File: config.mk
export PLATFORM = sky130hd
export DESIGN_NAME = msg_rst_status
export DESIGN_NICKNAME = d
export VERILOG_FILES = /design/src/rtl/msg_rst_status_pkg.sv /design/src/rtl/msg_rst_pulse_gen.sv /design/src/rtl/msg_rst_low_merge.sv /design/src/rtl/msg_rst_status.sv
export SDC_FILE = /design/constraint.sdc
export NUM_CORES = 1
export LEC_CHECK = 0
export BUFFER_PORTS_ARGS = -buffer_cell sky130_fd_sc_hd__buf_2
export CORE_AREA = 2 2 39 41
export CTS_CLUSTER_DIAMETER = 50
export CTS_CLUSTER_SIZE = 20
export DETAILED_ROUTE_END_ITERATION = 8
export DIE_AREA = 0 0 41 43
export MAX_ROUTING_LAYER = met4
export PLACE_DENSITY_LB_ADDON = 0.25
export SLEW_MARGIN = 40
export SYNTH_ARGS = -nofsm -noshare
export SYNTH_HDL_FRONTEND = slang
export SYNTH_HIERARCHICAL = 1
export SYNTH_SLANG_ARGS = --single-unit
export TNS_END_PERCENT = 1
File: constraint.sdc
create_clock -name clk -period 2.1 [get_ports clk]
set_input_delay 0.105 -clock clk [delete_from_list [all_inputs] [get_ports clk]]
set_output_delay 0.105 -clock clk [all_outputs]
set_load 0.03 [all_outputs]
File: src/rtl/msg_rst_status_pkg.sv
package msg_rst_status_pkg;

    typedef enum logic [1:0] {
        OPM_RT       = 2'b00,
        OPM_BC_ONLY  = 2'b01,
        OPM_MON_ONLY = 2'b10,
        OPM_RESERVED = 2'b11
    } op_mode_e;

    typedef enum logic {
        FN_IN_CMD    = 1'b0,
        FN_RST_PULSE = 1'b1
    } pin_fn_e;

    typedef struct packed {
        logic bist_low;
        logic frame_low;
        logic pulse_low;
    } low_src_t;

    function automatic logic mode_is_rt(input op_mode_e m);
        return (m == OPM_RT);
    endfunction

    function automatic logic any_low(input low_src_t s, input pin_fn_e fn);
        logic fn_low;
        fn_low = (fn == FN_RST_PULSE) ? s.pulse_low : s.frame_low;
        return s.bist_low | fn_low;
    endfunction

endpackage

File: src/rtl/msg_rst_pulse_gen.sv
module msg_rst_pulse_gen #(
    parameter int PULSE_CYCLES = 2
) (
    input  logic clk,
    input  logic rst,
    input  logic arm,
    input  logic trig,
    output logic pulse_next
);
    localparam int CNT_W = $clog2(PULSE_CYCLES + 1);
    localparam logic [CNT_W-1:0] LOAD_VAL = CNT_W'(PULSE_CYCLES);

    logic [CNT_W-1:0] cnt_q;
    logic [CNT_W-1:0] cnt_d;

    always_comb begin
        if (!arm)
            cnt_d = '0;
        else if (trig)
            cnt_d = LOAD_VAL;
        else if (cnt_q != '0)
            cnt_d = cnt_q - 1'b1;
        else
            cnt_d = '0;
    end

    always_ff @(posedge clk) begin
        if (rst)
            cnt_q <= '0;
        else
            cnt_q <= cnt_d;
    end

    assign pulse_next = (cnt_d != '0);

endmodule

File: src/rtl/msg_rst_low_merge.sv
module msg_rst_low_merge
    import msg_rst_status_pkg::*;
(
    input  pin_fn_e fn,
    input  logic    msg_busy,
    input  logic    pulse_next,
    input  logic    bist_busy,
    input  logic    bist_off,
    output logic    low_req
);
    low_src_t src;

    always_comb begin
        src.bist_low  = bist_busy & ~bist_off;
        src.frame_low = msg_busy;
        src.pulse_low = pulse_next;
        low_req       = any_low(src, fn);
    end

endmodule

File: src/rtl/msg_rst_status.sv
module msg_rst_status
    import msg_rst_status_pkg::*;
#(
    parameter int PULSE_CYCLES = 2
) (
    input  logic       clk,
    input  logic       rst,
    input  logic       fn_sel,
    input  logic [1:0] op_mode,
    input  logic       msg_busy,
    input  logic       rtrst_cmd,
    input  logic       bist_busy,
    input  logic       bist_off,
    output logic       status_n
);
    pin_fn_e  fn_now;
    pin_fn_e  fn_q;
    op_mode_e mode;
    logic     arm;
    logic     pulse_next;
    logic     low_req;

    assign fn_now = pin_fn_e'(fn_sel);
    assign mode   = op_mode_e'(op_mode);

    // previous select value, tracked through reset so a held select is not a change
    always_ff @(posedge clk) begin
        fn_q <= fn_now;
    end

    assign arm = (fn_now == FN_RST_PULSE) && mode_is_rt(mode) && (fn_q == fn_now);

    msg_rst_pulse_gen #(.PULSE_CYCLES(PULSE_CYCLES)) u_pulse (
        .clk        (clk),
        .rst        (rst),
        .arm        (arm),
        .trig       (rtrst_cmd),
        .pulse_next (pulse_next)
    );

    msg_rst_low_merge u_merge (
        .fn         (fn_now),
        .msg_busy   (msg_busy),
        .pulse_next (pulse_next),
        .bist_busy  (bist_busy),
        .bist_off   (bist_off),
        .low_req    (low_req)
    );

    always_ff @(posedge clk) begin
        if (rst)
            status_n <= 1'b1;
        else
            status_n <= ~low_req;
    end

endmodule

Yosys cells after proc, flatten, opt, wreduce, memory -nomap -nowiden
Cells that the tools add are included.
{ "word_totals": {"reg_bits": 4, "latchBits": 0, "ramBits": 0, "romBits": 0, "inputBits": 9, "output_inout_bits": 1, "word_cells": 18, "mem_count": 0} }
{ "op_classes": {"addsub": 1, "multipliers": 0, "div_mod_pow": 0, "order_cmp": 0, "n_eq_ne": 1, "shift": 0, "n_mux": 4, "n_bitwise": 4, "reduce_logical": 5} }
{ "op_table": {"columns": ["cell", "n"], "rows": [
  ["$mux 2", 3],
  ["$reduce_bool 2->1", 2],
  ["$logic_and 1x1->1", 2],
  ["$logic_not 2->1", 1],
  ["$not 1->1", 2],
  ["$sub 2x1->2 const B", 1],
  ["$and 1x1->1", 1],
  ["$eq 1x1->1", 1],
  ["$mux 1", 1],
  ["$or 1x1->1", 1]
]} }

Depth between registers and ports, before layout
{ "depth": {"word_depth": 8, "mapped_depth": 5, "depth_no_buf": 5} }

By module
Netlist, hierarchy kept.
{ "modules_own_cells": {"columns": ["module", "n_inst", "cells_each", "area_each_um2", "seq_area_each_um2"], "rows": [
  ["msg_rst_pulse_gen", 1, 7, 77.6, 40.0],
  ["msg_rst_status", 1, 4, 58.8, 40.0],
  ["msg_rst_low_merge", 1, 3, 18.8, 0.0]
]} }

Least setup slack after synthesis
Ideal clock, no wire load.
{ "synth_path": {"kind": "register to register", "from": "reg fn_q", "to": "reg status_n", "setup_time_ns": 0.117, "t_arrival_ns": 0.778, "required_time_ns": 1.983, "path_slack_ns": 1.205, "stages_incl_launch_ff": 6, "path_buffers": 0, "synth_period_minus_slack_ns": 0.895, "cell_sequence": "dfxtp_1 > and4bb_2 > o21a_1 > mux2i_1 > o21ai_1 > nand2b_1"} }
{ "synth_via": {"elab_chain_cells": 7} }
{ "synth_lines": {"columns": ["item", "line", "source"], "rows": [
  ["from (decl)", "msg_rst_status.sv:17", "pin_fn_e fn_q;"],
  ["from (signal assigned)", "msg_rst_status.sv:28", "fn_q <= fn_now;"],
  ["$eq 1x1->1", "msg_rst_status.sv:31", "assign arm = (fn_now == FN_RST_PULSE) && mode_is_rt(mode) && (fn_q == fn_now);"],
  ["$logic_and 1x1->1", "msg_rst_status.sv:31", null],
  ["via arm", "msg_rst_status.sv:19", "logic arm;"],
  ["$mux 2", "msg_rst_pulse_gen.sv:17", "if (!arm)"],
  ["$reduce_bool 2->1", "msg_rst_pulse_gen.sv:34", "assign pulse_next = (cnt_d != '0);"],
  ["via pulse_next", "msg_rst_status.sv:20", "logic pulse_next;"],
  ["$mux 1", "msg_rst_status_pkg.sv:27", "fn_low = (fn == FN_RST_PULSE) ? s.pulse_low : s.frame_low;"],
  ["$or 1x1->1", "msg_rst_status_pkg.sv:28", "return s.bist_low | fn_low;"],
  ["via low_req", "msg_rst_status.sv:21", "logic low_req;"],
  ["$not 1->1", "msg_rst_status.sv:54", "status_n <= ~low_req;"],
  ["to (signal assigned)", "msg_rst_status.sv:54", null],
  ["to (decl)", "msg_rst_status.sv:14", "output logic status_n"]
]} }
The timed path passes the listed nets, and every way through them passes these cells.
A chain may end at the register's enable or synchronous reset.

Worst setup path in the final report
Same ends and word-level chain as after synthesis.

==> implementation parameters <==
Parameter                              Value

Clock network
  Setup Buffers After CTS ... 0
  Maximum level of the CTS H-tree ... 1
  Number of hold buffers added after CTS ... 0
  Clock tree sinks ... 4
  Clock buffers created by TritonCTS ... 3
  Count of instances resized after the clock tree is built ... 0
  Clock tree from TritonCTS ... yes
  Clock transition at the register clock pins on the worst setup and hold paths after CTS ... 40 ps
  Number of buffers between clock root and the deepest sink ... 2
  Clock Latency Late Sink ... around 230 ps
  Clock root cell ... sky130_fd_sc_hd__clkbuf_4

Placement
  Placed instance area ... 220 µm²
  Final weighted congestion of routability-driven global placement ... 0.663
  Placed wire-length estimate after detailed placement ... approximately 280 µm
  I/O Buffers ... 9

Cells and area
  Final-stage net count ... 37
  Layout overhead on the synthesized area ... 56.5%
  Register cell area after layout ... between 80 and 90 µm²
  Area used by multi-input combinational logic ... between 70 and 80 µm²
  Fraction of final layout cells with drive strength greater than 1 ... 0.538
  Filler Cells Inserted ... between 150 and 200
  Diode count ... 0
  Commonest cells after routing, fill and taps aside ... 9 x sky130_fd_sc_hd__buf_2, 4 x sky130_fd_sc_hd__dfxtp_1, 3 x sky130_fd_sc_hd__clkbuf_4, 2 x sky130_fd_sc_hd__nand2b_1
  Commonest non-fill, non-tap cell in the layout ... sky130_fd_sc_hd__buf_2
  Final Cell Area ... between 200 and 250 µm²

Routing
  Average via count per standard cell ... between 3 and 4
  Post-route antenna net violation count ... 0
  Via count of the routed design ... around 150
  Number of iterations in the first detailed-routing pass ... 4
  Wire length per cell after detailed routing ... approximately 8.6 µm
  Final Routed Wirelength ... around 360 µm
  Residual DRC count ... 0
  1st-iter DRT viols ... 5

Pwr
  Total chip power ... 0.189 mW
  Leakage power figure ... 0.107 nW
  Power density cells ... around 780 nW/µm²
  VDD IR max ... approximately 190 µV

Critical path
  Startpoint-to-endpoint class of the critical path ... flop to flop
  Required time reported for the critical path endpoint ... 2210 ps
  Endpoint class of the critical path ... flop
  Worst setup path start ... fn_q
  CP endpoint ... status_n
  CP Data Arrival Time ... ~1100 ps
  Endpoint of the worst register-to-register path ... status_n
  Reg-to-reg setup timing slack ... 1140 ps
  Master of the slowest instance on the critical path ... sky130_fd_sc_hd__dfxtp_1
  CP Cell Sequence ... and4bb_2 -> o21a_1 -> mux2i_1 -> o21ai_1 -> nand2b_1
  Largest stage delay on the critical path ... about 290 ps
  Number of cell instances on the worst register-to-register path ... 5
  Critical path launch point type ... flop
  Max FO, Critical Path ... 2
  Start of the worst register-to-register path ... fn_q

STA
  Worst-case headroom to the max-slew limit ... 0.886
  Least-Margin Pin Slew ... ~170 ps
  Peak clock frequency supported by timing ... ~1.0 GHz
  Fin. max-slew vios ... 0
  RSZ-0062 raised after global routing ... no
  Hold Fails Final Rpt ... 0
  Total negative setup slack ... 0 ps
  Time the final worst path needs with I/O delays and setup ... between 900 and 1000 ps
  Worst clock skew on the final layout ... approximately 3.1 ps
  Total setup violations reported at the end of the flow ... 0
  Period Utilization, post-route ... 0.456

Hold path
  Worst min-delay path category ... input pin to flop

Logic synthesis
  Proportion of synthesized chip area in sequential cells ... 0.516
  Compound-Gate Fraction of Synth Area ... 0.113
  Number of distinct library cells after synthesis ... 10
  Number of instances in the synthesized netlist ... 14
  Arithmetic-cell share of the synthesized area counting full adders, half adders and majority gates ... 0
  Netlist area before placement ... 155 µm²
  Total of warnings raised by yosys ... 6
  Syn Nets ... 23
  Avg Cell Area, Syn ... around 11 µm²
  Multiplexer fraction of the synthesized cell area ... 0.0645
  Xor and xnor fraction of the mapped netlist area ... 0
  Synthesis-stage register bit count ... 4
  Basic-gate share of the synthesized area counting and, or, nand and nor cells ... 0.282
  Dominant combinational cell family by area after synthesis ... simple AND/OR/NAND/NOR gates

Floorplan
  Height of the chip ... between 40 and 50 µm
  Initial Util ... 0.112
  I/O pin count ... 10
  Die width ... 41 µm
  Area of the core ... ~1400 µm²
  Row count ... 14
  Area enclosed by the die boundary ... about 1800 µm²

Status
  Outcome ... finished, final reports clean

GRT
  Met1 demand-to-capacity share in global routing ... 0.0449
  Maximum number of pins on one net before global-route repair ... 4
  Met2 Resource Use GR ... 0.0719
  Initial antenna violation count ... 0
  Global-route wire length before repair ... 572 µm
  Sum of overflow across all layers after global routing ... 0
  Most used routing layer in global routing ... met4
  Grt met3 use ... 0.0314
  Vias in the first global route ... 160
  Total track usage ... 0.0596

Flow run
  Number of max-cap violations ... 0
## registers in the layout, summed over array words and instances, names as in the netlist
| name | cells |
|---|---|
| u_pulse/cnt_q | 2 |
| status_n | 1 |
| fn_q | 1 |
## synthesized netlist by cell type
library cell               n  area, µm²
sky130_fd_sc_hd__a21oi_1   1       5.00
sky130_fd_sc_hd__inv_1     1       3.75
sky130_fd_sc_hd__o21a_1    1       7.51
sky130_fd_sc_hd__o21ai_1   1       5.00
sky130_fd_sc_hd__nor2_1    1       3.75
sky130_fd_sc_hd__and4bb_2  1       12.5
sky130_fd_sc_hd__mux2i_1   1       10.0
sky130_fd_sc_hd__nand2b_1  2       12.5
sky130_fd_sc_hd__nor4b_2   1       15.0
sky130_fd_sc_hd__dfxtp_1   4       80.1
## where the power goes
part	internal [mW]	leakage (nW)	switching (mW)
clock	0.0636	0.0138	0.0276
sequential	0.0790	0.0329	0.000587
combinational	0.00966	0.0598	0.00828
total	0.152	0.107	0.0365
## critical path, delay by kind of cell, from the launching register on
kind	cells	cell delay [ps]
flops	1	290
simple gates	2	310
compound gates	2	180
mux	1	60
## stage by stage
stage	cells	utilization	hold WS, ps	worst slack [ps]
2_1_floorplan	14	-	133	1200
3_5_place_dp	39	0.159	247	1130
5_1_grt	42	0.175	9.14	1060
4_1_cts	42	0.175	1.21	1120
6_report	42	0.175	13.9	1140
3_3_place_gp	39	0.159	245	1150
## cells by family after synthesis
| family | after synthesis |
|---|---|
| compound gates | 3 |
| buf+inv | 1 |
| flops | 4 |
| mux | 1 |
| simple gates | 5 |
## area by class of cell
class / count / share of cell area
flip-flops and latches: 4 / 0.330
well taps: 16 / 0.0825
repair buffers: 9 / 0.186
multi-input cells: 9 / 0.294
inverters: 1 / 0.0155
clock buffers: 3 / 0.0928
## worst min-delay path by stage
stage / from / cells after the start / slack (ps) / end
CTS: fn_sel / 1 / 1 / fn_q
global route: fn_sel / 1 / 9 / fn_q
floorplan: fn_sel / 0 / 130 / fn_q
detailed placement: fn_sel / 1 / 250 / fn_q
global placement: fn_sel / 1 / 250 / fn_q
finish: fn_sel / 1 / 10 / fn_q
## layer usage
layer  wire length (µm)  part of all wire
met4                 19             0.053
met5                  0                 0
met2                179              0.50
met1                147              0.41
met3                 14             0.039
Note: power is estimated with default switching activity, not from simulation.
